`src/rtl/sba_engine.sv`:
```
module sba_engine #(
  parameter int ADDR_W = 64,
  parameter int DATA_W = 64
) (
  input  logic              clk,
  input  logic              rst_n,
  input  logic [3:0]        reg_addr,
  input  logic [31:0]       reg_wdata,
  input  logic              reg_we,
  input  logic              reg_re,
  output logic [31:0]       reg_rdata,
  output logic              bus_req,
  output logic              bus_we,
  output logic [ADDR_W-1:0] bus_addr,
  output logic [2:0]        bus_size,
  output logic [DATA_W-1:0] bus_wdata,
  input  logic              bus_rsp_valid,
  input  logic              bus_rsp_err,
  input  logic [DATA_W-1:0] bus_rdata
);
  localparam int NAW   = ADDR_W / 32;
  localparam int NDW   = DATA_W / 32;
  localparam int MAXSZ = $clog2(DATA_W / 8);
  localparam logic [3:0] IX_CTRL = 4'd0;
  localparam logic [3:0] IX_A0   = 4'd1;
  localparam logic [3:0] IX_D0   = 4'd5;

  logic [2:0]        size_q, xsz_q, err_q;
  logic              inc_q, roa_q, rod_q, berr_q, busy_q, we_q;
  logic [ADDR_W-1:0] addr_q, tgt_addr, step;
  logic [31:0]       data_q [NDW];
  logic [31:0]       low_word;
  logic [4:0]        caps, amask;
  logic              is_a, is_d, touch, clash, idle_ok, go_wr, go_rd, go;
  logic              bad_size, misal, rsp;

  for (genvar i = 0; i < 5; i++) begin : g_cap
    assign caps[i] = ((8 << i) <= DATA_W);
  end

  assign is_a     = reg_addr >= 4'd1 && reg_addr <= 4'd4;
  assign is_d     = reg_addr >= 4'd5 && reg_addr <= 4'd8;
  assign touch    = (reg_we && (is_a || is_d)) || (reg_re && reg_addr == IX_D0);
  assign clash    = touch && busy_q;
  assign idle_ok  = !busy_q && err_q == 3'd0 && !berr_q;
  assign go_wr    = idle_ok && reg_we && reg_addr == IX_D0;
  assign go_rd    = idle_ok && ((reg_we && reg_addr == IX_A0 && roa_q) ||
                                (reg_re && reg_addr == IX_D0 && rod_q));
  assign go       = go_wr || go_rd;
  assign amask    = (5'd1 << size_q) - 5'd1;
  assign bad_size = int'(size_q) > MAXSZ;
  assign misal    = |(tgt_addr[3:0] & amask[3:0]);
  assign rsp      = busy_q && bus_rsp_valid;
  assign step     = ADDR_W'(1) << xsz_q;

  always_comb begin
    tgt_addr = addr_q;
    if (reg_we && reg_addr == IX_A0) tgt_addr[31:0] = reg_wdata;
  end

  always_comb begin
    case (xsz_q)
      3'd0:    low_word = {24'd0, bus_rdata[7:0]};
      3'd1:    low_word = {16'd0, bus_rdata[15:0]};
      default: low_word = bus_rdata[31:0];
    endcase
  end

  always_ff @(posedge clk or negedge rst_n) begin
    if (!rst_n) begin
      size_q <= '0; xsz_q <= '0; err_q <= '0;
      inc_q <= 1'b0; roa_q <= 1'b0; rod_q <= 1'b0;
      berr_q <= 1'b0; busy_q <= 1'b0; we_q <= 1'b0;
      addr_q <= '0;
      for (int k = 0; k < NDW; k++) data_q[k] <= '0;
    end else begin
      if (clash) begin
        berr_q <= 1'b1;
      end else if (reg_we) begin
        if (reg_addr == IX_CTRL) begin
          size_q <= reg_wdata[2:0];
          inc_q  <= reg_wdata[3];
          roa_q  <= reg_wdata[4];
          rod_q  <= reg_wdata[5];
          err_q  <= err_q & ~reg_wdata[8:6];
          berr_q <= berr_q & ~reg_wdata[9];
        end
        for (int k = 0; k < NAW; k++)
          if (reg_addr == 4'(1 + k)) addr_q[32*k +: 32] <= reg_wdata;
        for (int k = 0; k < NDW; k++)
          if (reg_addr == 4'(5 + k)) data_q[k] <= reg_wdata;
      end
      if (go) begin
        if (bad_size)   err_q <= 3'd4;
        else if (misal) err_q <= 3'd3;
        else begin
          busy_q <= 1'b1;
          we_q   <= go_wr;
          xsz_q  <= size_q;
        end
      end
      if (rsp) begin
        busy_q <= 1'b0;
        if (bus_rsp_err) begin
          err_q <= 3'd2;
        end else begin
          if (inc_q) addr_q <= addr_q + step;
          if (!we_q) begin
            data_q[0] <= low_word;
            for (int k = 1; k < NDW; k++)
              if (32 * k < (8 << xsz_q)) data_q[k] <= bus_rdata[32*k +: 32];
          end
        end
      end
    end
  end

  assign bus_req  = busy_q;
  assign bus_we   = we_q;
  assign bus_addr = addr_q;
  assign bus_size = xsz_q;
  for (genvar k = 0; k < NDW; k++) begin : g_wd
    assign bus_wdata[32*k +: 32] = data_q[k];
  end

  always_comb begin
    reg_rdata = '0;
    if (reg_addr == IX_CTRL)
      reg_rdata = {13'd0, 3'd1, caps, busy_q, berr_q, err_q, rod_q, roa_q, inc_q, size_q};
    for (int k = 0; k < NAW; k++)
      if (reg_addr == 4'(1 + k)) reg_rdata = addr_q[32*k +: 32];
    for (int k = 0; k < NDW; k++)
      if (reg_addr == 4'(5 + k)) reg_rdata = data_q[k];
  end

  AST_REQ_HOLD: assert property (@(posedge clk) disable iff (!rst_n)
    bus_req && !bus_rsp_valid |=> bus_req && $stable(bus_addr) && $stable(bus_we) && $stable(bus_size));
  AST_BUSERR_CODE: assert property (@(posedge clk) disable iff (!rst_n)
    bus_req && bus_rsp_valid && bus_rsp_err |=> err_q == 3'd2);
  AST_AUTOINC_STEP: assert property (@(posedge clk) disable iff (!rst_n)
    bus_req && bus_rsp_valid && !bus_rsp_err && inc_q |=> bus_addr == $past(bus_addr) + (ADDR_W'(1) << $past(bus_size)));
  AST_BERR_STICKY: assert property (@(posedge clk) disable iff (!rst_n)
    berr_q && !(reg_we && reg_addr == IX_CTRL && reg_wdata[9]) |=> berr_q);
  AST_QUIET_ON_ERR: assert property (@(posedge clk) disable iff (!rst_n)
    !bus_req && (err_q != 3'd0 || berr_q) |=> !bus_req);
  AST_NO_REQ_BADSIZE: assert property (@(posedge clk) disable iff (!rst_n)
    !bus_req && bad_size && !(reg_we && reg_addr == IX_CTRL) |=> !bus_req);
endmodule

```
`config.mk`:
```
export PLATFORM = sky130hd
export DESIGN_NAME = sba_engine
export DESIGN_NICKNAME = d
export VERILOG_FILES = /design/src/rtl/sba_engine.sv
export SDC_FILE = /design/constraint.sdc
export NUM_CORES = 1
export LEC_CHECK = 0
export ABC_AREA = 1
export BUFFER_PORTS_ARGS = -buffer_cell sky130_fd_sc_hd__buf_4
export CELL_PAD_IN_SITES_DETAIL_PLACEMENT = 0
export CELL_PAD_IN_SITES_GLOBAL_PLACEMENT = 1
export CORE_ASPECT_RATIO = 0.9
export CORE_MARGIN = 2
export CORE_UTILIZATION = 41
export CTS_BUF_LIST = sky130_fd_sc_hd__clkbuf_8
export CTS_CLUSTER_SIZE = 12
export DETAILED_ROUTE_END_ITERATION = 8
export GPL_TIMING_DRIVEN = 0
export PLACE_DENSITY_LB_ADDON = 0.1
export SLEW_MARGIN = 20
export SYNTH_ARGS = -nofsm -noshare
export SYNTH_HDL_FRONTEND = slang
export SYNTH_SLANG_ARGS = --single-unit
```
`constraint.sdc`:
```
create_clock -name clk -period 3.9 [get_ports clk]
set_input_delay 0.39 -clock clk [delete_from_list [all_inputs] [get_ports clk]]
set_output_delay 0.39 -clock clk [all_outputs]
set_load 0.01 [all_outputs]
```
After elaboration in Yosys (flattened, before gate mapping)
Cells that the tools add are included.
{"block": "op_classes", "addsub": 2, "magnitude_cmp": 6, "n_eq_ne": 7, "n_shift": 3, "mux": 37, "n_bitwise": 8, "n_reduce_logical": 31}
{"cell": "64-bit 2-to-1 mux", "count": 10}
{"cell": "32-bit 2-to-1 mux", "count": 9}
{"cell": "64-bit adder", "count": 1}
{"cell": "32-bit case mux with 2 select lines", "count": 1}
{"cell": "1-bit by 3-bit << shifter with 64-bit output, first input constant", "count": 1}
{"cell": "7-bit by 32-bit < comparator with 1-bit output, first input constant", "count": 1}
{"cell": "4-bit by 3-bit << shifter with 32-bit output, first input constant", "count": 1}
{"cell": "3-bit 2-to-1 mux", "count": 8}
{"cell": "17-bit 2-to-1 mux", "count": 1}
{"cell": "1-bit logical AND", "count": 14}
{"cell": "3-bit AND reduction", "count": 3}
{"cell": "4-bit by 3-bit == test with 1-bit output, second input constant", "count": 2}
{"cell": "1-bit 2-to-1 mux", "count": 7}
{"cell": "3-bit zero test", "count": 2}
{"cell": "2-bit nonzero test", "count": 3}
{"cell": "4-bit bitwise AND", "count": 1}
{"cell": "4-bit by 1-bit == test with 1-bit output, second input constant", "count": 1}
{"cell": "4-bit by 2-bit == test with 1-bit output, second input constant", "count": 1}
{"cell": "4-bit by 1-bit >= comparator with 1-bit output, second input constant", "count": 1}
{"cell": "4-bit by 3-bit >= comparator with 1-bit output, second input constant", "count": 1}
{"cell": "4-bit by 3-bit <= comparator with 1-bit output, second input constant", "count": 1}
{"cell": "4-bit <= comparator, second input constant", "count": 1}
{"cell": "4-bit zero test", "count": 1}
{"cell": "1-bit logical OR", "count": 4}
{"cell": "13 further kinds", "count": 18}
{"block": "word_totals", "ff_bits": 143, "in_bits": 106, "output_inout_bits": 165, "word_cells": 106}

Logic depth before layout (Yosys ltp)
{"block": "logic_depth", "ltp_word": 12, "mapped_depth": 19}

Worst setup path after synthesis
No wires, ideal clock.
{"block": "synth_path", "kind": "register to register", "from": "register xsz_q[1], in the netlist bus_size[1]", "to": "register addr_q[32], in the netlist bus_addr[32]", "setup_ns": 0.119, "arrival_ns": 2.355, "slack_ns": 1.426, "stages_incl_launch_ff": 17, "n_path_buf": 0, "period_less_slack_ns": 2.474, "path_cell_list": "dfrtp_1 -> nor2_1 -> inv_1 -> nor2_1 -> ha_1 -> inv_1 -> fa_1 -> inv_1 -> nand3_1 -> nand3_1 -> nand3_1 -> nand2_1 -> nand2_1 -> o21ai_0 -> nand2_1 -> a21oi_1 -> nor2_1"}
{"block": "synth_between", "elab_chain_len": 5}
{"item": "start: declaration", "line": "28", "rtl": "logic [2:0] size_q, xsz_q, err_q;"}
{"item": "start signal: assignment", "line": "99", "rtl": "xsz_q <= size_q;"}
{"item": "1-bit by 3-bit << shifter with 64-bit output", "line": "54", "rtl": "assign step = ADDR_W'(1) << xsz_q;"}
{"item": "64-bit adder", "line": "107", "rtl": "if (inc_q) addr_q <= addr_q + step;"}
{"item": "64-bit 2-to-1 mux", "line": "107"}
{"item": "64-bit 2-to-1 mux", "line": "104", "rtl": "if (bus_rsp_err) begin"}
{"item": "64-bit 2-to-1 mux", "line": "102", "rtl": "if (rsp) begin"}
{"item": "end signal: indexed assignment", "line": "89", "rtl": "if (reg_addr == 4'(1 + k)) addr_q[32*k +: 32] <= reg_wdata;"}
{"item": "end signal: assignment", "line": "107"}
{"item": "end: declaration", "line": "30", "rtl": "logic [ADDR_W-1:0] addr_q, tgt_addr, step;"}
Every way passes these cells.
A chain may end at the register's enable or synchronous reset.

Final worst setup path
{"block": "layout_path", "from": "input reg_addr[2]", "to": "output reg_rdata[12]"}
{"block": "layout_between", "elab_chain_len": 6, "elab_cells_between_ends": 10, "classes_between": "eq/ne: 4; mux: 5; reduce/logical: 1"}
{"item": "start: declaration", "line": "7", "rtl": "input logic [3:0] reg_addr,"}
{"item": "4-bit zero test", "line": "128", "rtl": "if (reg_addr == IX_CTRL)"}
{"item": "17-bit 2-to-1 mux", "line": "128"}
{"item": "32-bit 2-to-1 mux (2 in series)", "line": "131", "rtl": "if (reg_addr == 4'(1 + k)) reg_rdata = addr_q[32*k +: 32];"}
{"item": "32-bit 2-to-1 mux", "line": "133", "rtl": "if (reg_addr == 4'(5 + k)) reg_rdata = data_q[k];"}
{"item": "32-bit 2-to-1 mux (*)", "line": "133"}
{"item": "end: declaration", "line": "11", "rtl": "output logic [31:0] reg_rdata,"}
Mark *: on every way between the ends. The rest lies on a longest branch, timed or not.

==> results.sh <==
export IMPL_status="finished, final reports clean"
export IMPL_ff_latch_area_um2=3580
export IMPL_clk_path_buf_depth=2
export IMPL_via_per_inst=5.84
export IMPL_synth_area_leaders="dfrtp_1, nand2_1, o21ai_0, inv_1, a21oi_1"
export IMPL_r2r_cells=16
export IMPL_holdPathStages=3
export IMPL_yosys_area_top_type="dfrtp_1"
export IMPL_grt_pass1_vias=12229
export IMPL_synth_ff_type="dfrtp_1"
export IMPL_finalClockSkew_ps=18.9
export IMPL_place_ws_ps=185
export IMPL_setup_slack_ps=123
export IMPL_synth_edf_count=0
export IMPL_core_area_um2=24900
export IMPL_avgRoutedWirePerCell_um=24.1
export IMPL_arrival_ps=3390
export IMPL_setup_viol=0
export IMPL_seq_power_share=0.397
export IMPL_grt_use_total=0.404
export IMPL_drive_gt1_frac=0.191
export IMPL_core_rowCount=55
export IMPL_crit_fanout=10
export IMPL_multi_input_area_um2=5630
export IMPL_dp_hpwl_um=43300
export IMPL_numCtsBuffers=17
export IMPL_path_clk_slew_ps=90
export IMPL_h_tree_depth=4
export IMPL_p_total_mw=6.49
export IMPL_dr_first_iter_drc_count=1811
export IMPL_drcViolationCount=0
export IMPL_clockRootBuffer="clkbuf_8"
export IMPL_wl_um=54100
export IMPL_tightestPinTransition_ps=1130
export IMPL_finalWeightedCongestion=0.977
export IMPL_ir_drop_mv=0.248
export IMPL_yosysSeqAreaShare=0.347
export IMPL_clock_sinks=143
export IMPL_start_kind="primary input"
export IMPL_yosys_area_top_type_share=0.347
export IMPL_swShare=0.442
export IMPL_rsz0062_at_grt="false"
export IMPL_num_vias=13092
export IMPL_synthDistinctLibCells=46
export IMPL_worstSetupPathType="in -> out"
export IMPL_die_w_um=171
export IMPL_dr_pass1_iters=6
export IMPL_tns_ps=0
export IMPL_cts_tree="built"
export IMPL_p_leak_nw=6.28
export IMPL_syn_nets=1708
export IMPL_antenna_found_initial=1
export IMPL_clkLatencyLatePin_ps=480
export IMPL_syn_area_um2=10300
export IMPL_grt_pass1_wl_um=77900
export IMPL_synthCells=1593
export IMPL_fin_crit_sh=0.968
export IMPL_worstSetupEndpointType="output pin"
export IMPL_drv_slew=0
export IMPL_drv_cap=0
export IMPL_final_nets=2000
export IMPL_synth_most_common_cell="nand2_1"
export IMPL_fin_crit_ps=3780
export IMPL_die_y_um=155
export IMPL_io_pins=271
export IMPL_synth_warnings=0
export IMPL_grt_remaining_overflow=0
export IMPL_numPortBuffers=270
export IMPL_pwr_share_comb=0.391
export IMPL_synth_async_reset_ratio=1.00
export IMPL_ant_nets=0
export IMPL_fillerInstances=2623
export IMPL_dieArea_um2=26500
export IMPL_hold_class="in -> reg"
export IMPL_intPower_mw=3.62
export IMPL_syn_to_final_growth_pct=28.7
export IMPL_clock_power_share=0.212
export IMPL_crit_required_ps=3510
export IMPL_fmax_ghz=0.265
export IMPL_slew_headroom=0.238
export IMPL_yosys_top_cells_count="nand2_1, inv_1, nor2_1"
export IMPL_power_density_nw_per_um2=488
export IMPL_synth_avg_cell_area_um2=6.48
export IMPL_switchingPower_mw=2.87
export IMPL_start_util=0.414
export IMPL_ys_ff_latch=143
export IMPL_grt_max_degree=57
export IMPL_hold_viol=0
-- stage by stage --
step / cells / utilization / hold slack (ps) / cell area [um2]
finish: 2241 / 0.534 / 107 / 13300
global route: 2240 / 0.533 / 106 / 13300
CTS: 2239 / 0.533 / 102 / 13300
detailed placement: 2207 / 0.515 / 283 / 12800
global placement: 2205 / 0.513 / 499 / 12800
floorplan: 1593 / - / 94.4 / 10300
-- final timing paths --
kind | slack (ps) | end | startpoint
min in group asynchronous | 350 | bus_addr[1]$_DFF_PN0_ | rst_n
max in group asynchronous | 2590 | bus_wdata[63]$_DFF_PN0_ | rst_n
worst min register to register | 530 | bus_size[1]$_DFFE_PN0P_ | size_q[1]$_DFFE_PN0P_
worst max register to register | 200 | bus_addr[48]$_DFF_PN0_ | bus_size[1]$_DFFE_PN0P_
worst min-delay path | 110 | bus_wdata[10]$_DFF_PN0_ | bus_rdata[10]
worst max-delay path | 120 | reg_rdata[12] | reg_addr[2]
-- per-layer routing --
metal  part of all wire  GRT usage  vias up
met1               0.42      0.565     6247
met3               0.12      0.106      112
met5                  0          0        -
met4              0.032      0.126        0
li1                   -          -     5885
met2               0.43      0.611      848
-- state kept, by name, indices dropped and copies added (netlist names) --
register / count
berr_q: 1
bus_we: 1
bus_size: 3
bus_wdata: 64
inc_q: 1
bus_req: 1
roa_q: 1
bus_addr: 64
rod_q: 1
size_q: 3
err_q: 3
-- power by group through the flow --
stage          combinational, mW  clock [mW]  sequential [mW]
3_3_place_gp                2.44           0             2.55
4_1_cts                     2.50        1.37             2.53
3_5_place_dp                2.49           0             2.55
5_1_grt                     2.76        1.44             2.60
6_report                    2.54        1.37             2.58
2_1_floorplan               1.08           0             2.48
-- repair_timing --
action,CTS,global route
gates resized for setup,0,2
endpoints found under the setup margin,0,8
endpoints found under the hold margin,33,0
hold buffers,1,0
setup buffers,0,0
-- cell usage in the layout, fill, tap and decap left out, drive strengths merged, types with 4 or more instances in the layout --
master,n
a21oi,139
dfrtp,143
buf,300
nor4,12
ha,8
clkbuf,54
o21ai,187
inv,225
nand3b,6
o22ai,21
nor3,34
a31oi,26
o2111ai,4
o211ai,28
nand3,100
nor2,185
nand4,27
nand2,362
-- layout make-up --
| cell class | count | area share |
|---|---|---|
| Tap cell | 342 | 0.0322 |
| Buffer | 65 | 0.0225 |
| Timing Repair Buffer | 273 | 0.158 |
| Sequential cell | 143 | 0.269 |
| Multi-Input combinational cell | 1166 | 0.423 |
| Clock inverter | 14 | 0.0150 |
| Inverter | 219 | 0.0618 |
| Antenna cell | 2 | 0.000377 |
| Clock buffer | 17 | 0.0176 |
-- worst max-delay path: stages --
cell and delay [ps]:
buf_4 120, nor2_2 140, nand2_2 170, nor2_1 640, inv_1 340, clkbuf_1 380, o21ai_0 630, o211ai_1 330
buf_4 240
-- cell families after synthesis --
logic type | Yosys count | synth area share
AND/OR/NAND/NOR | 730 | 0.305
AO/OA/AOI/OAI | 422 | 0.224
buffers and inverters | 284 | 0.109
flip-flops | 143 | 0.347
adder cells (fa/ha/maj) | 9 | 0.0116
XOR/XNOR | 5 | 0.00424
(Power assumes the default switching activity.)
